==> src/rtl/sqf_pkg.sv <==
package sqf_pkg;
    parameter int SQ_ENTRIES = 8;
    parameter int IDX_W      = $clog2(SQ_ENTRIES);
    parameter int PTR_W      = IDX_W + 1;
    parameter int LANES      = 8;
    parameter int OFF_W      = $clog2(LANES);
    parameter int DATA_W     = LANES * 8;
    parameter int VA_W       = 39;
    parameter int PA_W       = 36;

    typedef logic [LANES-1:0]      lane_mask_t;
    typedef logic [IDX_W-1:0]      sq_idx_t;
    typedef logic [VA_W-1:OFF_W]   vtag_t;
    typedef logic [PA_W-1:OFF_W]   ptag_t;

    typedef struct packed {
        vtag_t      vtag;
        ptag_t      ptag;
        lane_mask_t mask;
    } st_addr_t;

    typedef struct packed {
        logic                  valid;
        vtag_t                 vtag;
        ptag_t                 ptag;
        lane_mask_t            mask;
        logic [SQ_ENTRIES-1:0] older;
    } ld_query_t;

    typedef struct packed {
        lane_mask_t        fwd;
        logic [DATA_W-1:0] data;
        logic              dinv;
        sq_idx_t           dinv_idx;
        logic              minv;
    } ld_resp_t;

    // distance of an entry from the release pointer, wrapping around the ring
    function automatic sq_idx_t age_of(sq_idx_t idx, sq_idx_t head);
        return sq_idx_t'(idx - head);
    endfunction
endpackage

==> src/rtl/sqf_store_array.sv <==
module sqf_store_array
    import sqf_pkg::*;
(
    input  logic              clk,
    input  logic              rst,
    input  logic              issue_valid,
    input  st_addr_t          issue_addr,
    input  logic              data_valid,
    input  sq_idx_t           data_idx,
    input  logic [DATA_W-1:0] data_value,
    input  logic              release_req,
    output logic              ent_valid  [SQ_ENTRIES],
    output logic              ent_dvalid [SQ_ENTRIES],
    output st_addr_t          ent_addr   [SQ_ENTRIES],
    output logic [DATA_W-1:0] ent_data   [SQ_ENTRIES],
    output sq_idx_t           head
);
    logic [PTR_W-1:0] alloc_ptr, rel_ptr;
    logic             full, empty, take, drop;
    logic             pend_valid;
    sq_idx_t          pend_idx;
    st_addr_t         pend_addr;

    assign full  = (alloc_ptr[IDX_W-1:0] == rel_ptr[IDX_W-1:0]) &&
                   (alloc_ptr[IDX_W] != rel_ptr[IDX_W]);
    assign empty = (alloc_ptr == rel_ptr);
    assign take  = issue_valid & ~full;
    assign drop  = release_req & ~empty;
    assign head  = rel_ptr[IDX_W-1:0];

    always_ff @(posedge clk) begin
        if (rst) begin
            alloc_ptr  <= '0;
            rel_ptr    <= '0;
            pend_valid <= 1'b0;
            pend_idx   <= '0;
            pend_addr  <= '0;
            for (int i = 0; i < SQ_ENTRIES; i++) begin
                ent_valid[i]  <= 1'b0;
                ent_dvalid[i] <= 1'b0;
                ent_addr[i]   <= '0;
                ent_data[i]   <= '0;
            end
        end else begin
            // second half of the address write: the staged entry becomes visible
            if (pend_valid) begin
                ent_valid[pend_idx] <= 1'b1;
                ent_addr[pend_idx]  <= pend_addr;
            end
            if (data_valid) begin
                ent_dvalid[data_idx] <= 1'b1;
                ent_data[data_idx]   <= data_value;
            end
            pend_valid <= take;
            if (take) begin
                pend_idx                          <= alloc_ptr[IDX_W-1:0];
                pend_addr                         <= issue_addr;
                ent_dvalid[alloc_ptr[IDX_W-1:0]]  <= 1'b0;
                alloc_ptr                         <= alloc_ptr + 1'b1;
            end
            if (drop) begin
                ent_valid[rel_ptr[IDX_W-1:0]] <= 1'b0;
                rel_ptr                       <= rel_ptr + 1'b1;
            end
        end
    end
endmodule

==> src/rtl/sqf_match.sv <==
module sqf_match
    import sqf_pkg::*;
(
    input  ld_query_t             q,
    input  logic                  ent_valid [SQ_ENTRIES],
    input  st_addr_t              ent_addr  [SQ_ENTRIES],
    output logic [SQ_ENTRIES-1:0] vhit,
    output logic [SQ_ENTRIES-1:0] phit
);
    for (genvar i = 0; i < SQ_ENTRIES; i++) begin : g_ent
        logic overlap, live;
        assign overlap = |(ent_addr[i].mask & q.mask);
        assign live    = q.valid & q.older[i] & ent_valid[i] & overlap;
        assign vhit[i] = live & (ent_addr[i].vtag == q.vtag);
        assign phit[i] = live & (ent_addr[i].ptag == q.ptag);
    end
endmodule

==> src/rtl/sqf_select.sv <==
module sqf_select
    import sqf_pkg::*;
(
    input  lane_mask_t            ld_mask,
    input  logic [SQ_ENTRIES-1:0] vhit,
    input  lane_mask_t            ent_mask   [SQ_ENTRIES],
    input  logic                  ent_dvalid [SQ_ENTRIES],
    input  logic [DATA_W-1:0]     ent_data   [SQ_ENTRIES],
    input  sq_idx_t               head,
    output lane_mask_t            fwd,
    output logic [DATA_W-1:0]     data,
    output logic                  dinv,
    output sq_idx_t               dinv_idx
);
    // per lane: youngest hitting entry supplies the byte
    for (genvar b = 0; b < LANES; b++) begin : g_lane
        logic    hit;
        sq_idx_t pick, pick_age;
        always_comb begin
            hit      = 1'b0;
            pick     = '0;
            pick_age = '0;
            for (int i = 0; i < SQ_ENTRIES; i++) begin
                if (vhit[i] && ent_mask[i][b] && ld_mask[b] &&
                    (!hit || age_of(sq_idx_t'(i), head) > pick_age)) begin
                    hit      = 1'b1;
                    pick     = sq_idx_t'(i);
                    pick_age = age_of(sq_idx_t'(i), head);
                end
            end
        end
        assign fwd[b]         = hit;
        assign data[8*b +: 8] = hit ? ent_data[pick][8*b +: 8] : 8'h00;
    end

    // youngest hitting entry whose data is still missing
    sq_idx_t miss_age;
    always_comb begin
        dinv     = 1'b0;
        dinv_idx = '0;
        miss_age = '0;
        for (int i = 0; i < SQ_ENTRIES; i++) begin
            if (vhit[i] && !ent_dvalid[i] &&
                (!dinv || age_of(sq_idx_t'(i), head) > miss_age)) begin
                dinv     = 1'b1;
                dinv_idx = sq_idx_t'(i);
                miss_age = age_of(sq_idx_t'(i), head);
            end
        end
    end
endmodule

==> src/rtl/sq_fwd_lookup.sv <==
module sq_fwd_lookup
    import sqf_pkg::*;
(
    input  logic                  clk,
    input  logic                  rst,
    input  logic                  st_issue_valid,
    input  logic [VA_W-1:0]       st_issue_vaddr,
    input  logic [PA_W-1:0]       st_issue_paddr,
    input  logic [LANES-1:0]      st_issue_mask,
    input  logic                  st_data_valid,
    input  logic [IDX_W-1:0]      st_data_idx,
    input  logic [DATA_W-1:0]     st_data_value,
    input  logic                  st_release,
    input  logic                  ld_s1_valid,
    input  logic [VA_W-1:0]       ld_s1_vaddr,
    input  logic [PA_W-1:0]       ld_s1_paddr,
    input  logic [LANES-1:0]      ld_s1_mask,
    input  logic [SQ_ENTRIES-1:0] ld_s1_older,
    output logic [LANES-1:0]      ld_s1_fwd_mask_fast,
    output logic                  ld_s1_data_inv_fast,
    output logic [LANES-1:0]      ld_s2_fwd_mask,
    output logic [DATA_W-1:0]     ld_s2_fwd_data,
    output logic                  ld_s2_data_inv,
    output logic [IDX_W-1:0]      ld_s2_data_inv_idx,
    output logic                  ld_s2_match_inv
);
    st_addr_t              issue_addr;
    ld_query_t             q;
    ld_resp_t              s1_resp, s2_resp;
    logic                  ent_valid  [SQ_ENTRIES];
    logic                  ent_dvalid [SQ_ENTRIES];
    st_addr_t              ent_addr   [SQ_ENTRIES];
    lane_mask_t            ent_mask   [SQ_ENTRIES];
    logic [DATA_W-1:0]     ent_data   [SQ_ENTRIES];
    sq_idx_t               head;
    logic [SQ_ENTRIES-1:0] vhit, phit;
    logic                  unused_low_bits;

    assign unused_low_bits = ^{st_issue_vaddr[OFF_W-1:0], st_issue_paddr[OFF_W-1:0],
                               ld_s1_vaddr[OFF_W-1:0], ld_s1_paddr[OFF_W-1:0]};

    assign issue_addr = '{vtag: st_issue_vaddr[VA_W-1:OFF_W],
                          ptag: st_issue_paddr[PA_W-1:OFF_W],
                          mask: st_issue_mask};
    assign q = '{valid: ld_s1_valid,
                 vtag:  ld_s1_vaddr[VA_W-1:OFF_W],
                 ptag:  ld_s1_paddr[PA_W-1:OFF_W],
                 mask:  ld_s1_mask,
                 older: ld_s1_older};

    for (genvar i = 0; i < SQ_ENTRIES; i++) begin : g_mask
        assign ent_mask[i] = ent_addr[i].mask;
    end

    sqf_store_array u_array (
        .clk, .rst,
        .issue_valid (st_issue_valid),
        .issue_addr  (issue_addr),
        .data_valid  (st_data_valid),
        .data_idx    (st_data_idx),
        .data_value  (st_data_value),
        .release_req (st_release),
        .ent_valid, .ent_dvalid, .ent_addr, .ent_data, .head
    );

    sqf_match u_match (.q, .ent_valid, .ent_addr, .vhit, .phit);

    sqf_select u_select (
        .ld_mask (q.mask), .vhit, .ent_mask, .ent_dvalid, .ent_data, .head,
        .fwd      (s1_resp.fwd),
        .data     (s1_resp.data),
        .dinv     (s1_resp.dinv),
        .dinv_idx (s1_resp.dinv_idx)
    );
    assign s1_resp.minv = (vhit != phit);

    assign ld_s1_fwd_mask_fast = s1_resp.fwd;
    assign ld_s1_data_inv_fast = s1_resp.dinv;

    always_ff @(posedge clk) begin
        if (rst)              s2_resp <= '0;
        else if (ld_s1_valid) s2_resp <= s1_resp;
        else                  s2_resp <= '0;
    end

    assign ld_s2_fwd_mask     = s2_resp.fwd;
    assign ld_s2_fwd_data     = s2_resp.data;
    assign ld_s2_data_inv     = s2_resp.dinv;
    assign ld_s2_data_inv_idx = s2_resp.dinv_idx;
    assign ld_s2_match_inv    = s2_resp.minv;
endmodule

==> config.mk <==
export PLATFORM = sky130hd
export DESIGN_NAME = sq_fwd_lookup
export DESIGN_NICKNAME = d
export VERILOG_FILES = /design/src/rtl/sqf_pkg.sv /design/src/rtl/sqf_store_array.sv /design/src/rtl/sqf_match.sv /design/src/rtl/sqf_select.sv /design/src/rtl/sq_fwd_lookup.sv
export SDC_FILE = /design/constraint.sdc
export NUM_CORES = 2
export LEC_CHECK = 0
export ABC_AREA = 1
export CAP_MARGIN = 0
export CORE_ASPECT_RATIO = 1.75
export CORE_UTILIZATION = 40
export CTS_CLUSTER_DIAMETER = 150
export CTS_CLUSTER_SIZE = 8
export DETAILED_ROUTE_END_ITERATION = 10
export MAX_ROUTING_LAYER = met4
export PLACE_DENSITY_LB_ADDON = 0.08
export SYNTH_ARGS = -nofsm -noshare
export SYNTH_HDL_FRONTEND = slang
export SYNTH_SLANG_ARGS = --single-unit
==> constraint.sdc <==
create_clock -name clk -period 12.9 [get_ports clk]
set_input_delay 2.58 -clock clk [delete_from_list [all_inputs] [get_ports clk]]
set_output_delay 2.58 -clock clk [all_outputs]
set_load 0.02 [all_outputs]
==> flow_metrics.py <==
metrics = {
    "yosys": {
        "syn-cell-area_sq_um": 68100,
        "syn_inst": 9970,
        "yosys_warnings": 0,
        "ys_ff_latch": 1310,
        "synth_edf_count": 0,
        "ys_types": 59,
        "syn-num-nets": 10400,
        "synth_seq_area_share_pct": 38.5,
        "synth.area.top_cells": "dfxtp_1 (38%), nor2_1 (11%), o21ai_0 (9.7%)",
        "synth-main-ff-cell": "dfxtp_1",
        "async_flop_share_pct": 0,
        "synth_common_cells": "nor2_1 (1946), nand2_1 (1417), o21ai_0 (1321), dfxtp_1 (1310), inv_1 (830)",
        "avgSynthCellArea_sq_um": 6.83,
        "yosysMostFrequentCell": "nor2_1",
        "synth_top_area_share_pct": 38.5,
        "yosysTopAreaCell": "dfxtp_1",
    },
    "placement": {
        "gp_congestion": 0.937,
        "port_buffers": 320,
        "dp_hpwl_mm": 183,
        "dp_cells": 12200,
        "pre_cts_slack_ps": -179,
    },
    "finish": {
        "fillers": 17400,
        "multi_input_area_sq_um": 35900,
        "regArea_sq_um": 26200,
        "final_nets": 10600,
        "drive_gt1_share_pct": 7.87,
        "syn2layout_area_growth_pct": 16.2,
        "fin_cells": 12400,
        "utilization_pct": 46.7,
    },
    "min_path": {
        "holdPathStages": 2,
        "hold_end": "u_array.ent_data[222]",
        "hp-start": "u_array.ent_data[222]",
        "worstHoldPathType": "flop to flop",
    },
    "sta": {
        "fmax_ghz": 0.0829,
        "final.min_clock_period_ps": 12060,
        "fin_crit_sh_pct": 93.5,
        "hold_violations": 0,
        "setup_ws_ps": 842,
        "slew_violations": 0,
        "hold_ws_ps": 447,
        "finalSetupViolations": 0,
        "setup_tns_ps": 0,
        "tightestPinTransition_ps": 1250,
        "skew_ps": 80.1,
        "max-slew-margin-rel_pct": 16.9,
    },
    "grt": {
        "grt_usage_pct": 31.0,
        "grt_pass1_wl_mm": 393,
        "grt_max_degree": 249,
        "overflow": 0,
        "grt_pass1_vias": 61800,
        "grt_antenna_before_repair": 14,
    },
    "floorplanning": {
        "die-area_sq_um": 172000,
        "die_h_microns": 548,
        "core_area_sq_um": 169000,
        "die_x_microns": 314,
        "start_util_pct": 40.2,
        "placementRows": 200,
        "num_io_pins": 333,
    },
    "run_status": {
        "outcome": "finished, final reports clean",
    },
    "clock_network": {
        "postCtsHoldBufs": 0,
        "cts_buffer_depth": 4,
        "cts_tree": "built",
        "insertion_delay_ps": 840,
        "cts_buffers": 189,
        "cts_htree_levels": 4,
        "clk_pin_slew_ps": 60,
        "cts_sinks": 1310,
        "root_buffer": "clkbuf_16",
    },
    "power": {
        "p_leak_nw": 35.8,
        "ir_worst_vdd_v": 0.000103,
        "power_density_nw_per_um2": 126,
    },
    "setup_path": {
        "rr_endpoint": "ld_s2_fwd_data[34]",
        "crit_path_max_incr_delay_ps": 640,
        "required_ps": 13610,
        "cp-end-kind": "flop",
        "reg2regPathDepth": 75,
        "cp_common_cell": "nand2_1",
        "timing.rr.start": "u_array.rel_ptr[0]",
        "worstPathArrival_ps": 12770,
        "r2r_setup_slack_ps": 2560,
        "path_class": "input pin to flop",
        "cp_slowest_cell": "clkdlybuf4s50_1",
        "cp_max_fo": 19,
        "start_kind": "input pin",
    },
    "routing": {
        "vias": 66200,
        "drc": 0,
        "first_iter_violations": 5364,
        "dr.pass1.iters": 7,
        "wire_per_inst_microns": 21.4,
        "ant_nets": 0,
        "routed_via_density": 5.35,
        "postRouteWirelength_mm": 266,
    },
    "job": {
        "maxCapViolCount": 0,
    },
}
layout by cell type (no fill, tap or decap), types with 15 or more instances in the layout:
cell,instances
nor2_1,1934
nand2_1,1412
o21ai_0,1320
dfxtp_1,1309
inv_1,820
nand3_1,608
a21oi_1,579
clkdlybuf4s50_1,317
buf_4,280
xnor2_1,253
clkbuf_16,194
xor2_1,186
ha_1,178
nand4_1,104
nor4_1,71
or2_2,65
nand2_2,57
o21ai_1,57
inv_2,41
nor3_1,31
buf_12,29
nand3b_1,27
o211ai_1,25
nand2_4,24
nor2_4,20
o22ai_1,18
nand3_2,15
how the worst max path moves through the flow:
stage,end,slack [ps],cells after the start,from
detailed placement,ld_s2_fwd_data[42],-180,79,ld_s1_vaddr[37]
CTS,ld_s2_fwd_data[39],650,79,ld_s1_vaddr[37]
global placement,ld_s2_fwd_data[44],-80,80,ld_s1_vaddr[37]
global route,ld_s2_fwd_data[33],-30,80,ld_s1_vaddr[37]
floorplan,ld_s2_fwd_data[26],1820,76,ld_s1_vaddr[25]
finish,ld_s2_fwd_data[34],840,80,ld_s1_mask[7]
repair_timing:
action,in CTS,in global routing
gates resized for setup,0,31
buffers inserted,0,2
setup endpoints to repair,0,66
layer usage:
| layer | track usage [%] | wire (microns) | vias to the layer above |
|---|---|---|---|
| li1 | - | - | 32300 |
| met1 | 34.5 | 104000 | 31100 |
| met2 | 53.9 | 132000 | 2121 |
| met3 | 3.41 | 13400 | 643 |
| met4 | 16.7 | 16100 | 0 |
| met5 | - | 0 | - |
registers in the layout, indices dropped and copies added, names as in the netlist, 4 cells and up:
signal              cells
u_array.ent_dvalid      8
u_array.ent_valid       8
u_array.ent_data      512
u_array.alloc_ptr       4
ld_s2_fwd_data         64
u_array.rel_ptr         4
ld_s2_fwd_mask          8
u_array.pend_addr      77
u_array.ent_addr      616
power by group:
part / total [mW] / internal, mW / switching [mW] / leakage, nW
logic: 1.26 / 0.448 / 0.813 / 22.8
registers: 4.31 / 4.18 / 0.137 / 10.6
clock network: 4.42 / 2.61 / 1.80 / 2.41
total: 9.99 / 7.24 / 2.75 / 35.8
cell type report:
| class | instances | area share [%] |
|---|---|---|
| Inverter | 884 | 4.24 |
| Clock inverter | 3 | 0.0664 |
| Multi-Input combinational cell | 7120 | 45.4 |
| Tap cell | 2222 | 3.51 |
| Timing Repair Buffer | 633 | 7.52 |
| Sequential cell | 1310 | 33.1 |
| Antenna cell | 14 | 0.0443 |
| Clock buffer | 195 | 6.12 |
cells by family after synthesis:
family	count (synthesis)	share of synthesized area, %
flip-flops	1310	38.5
AND/OR/NAND/NOR	4433	27.7
adder cells (fa/ha/maj)	178	3.27
XOR/XNOR	447	5.80
buffers and inverters	1540	9.14
AO/OA/AOI/OAI	2062	15.6
worst max-delay path: cells and delay by family:
family          cells  cell delay (ps)
buf+inv            17             2330
compound gates     13             1780
fa+ha+maj           7             2090
simple gates       43             3910
stage by stage:
stage	instance area, sq um	total power, mW
finish	79200	9.99
global route	79100	10.4
CTS	78900	10.1
detailed placement	74000	5.65
global placement	74000	5.62
floorplan	68100	5.11
Note: power is estimated with default switching activity, not from simulation.
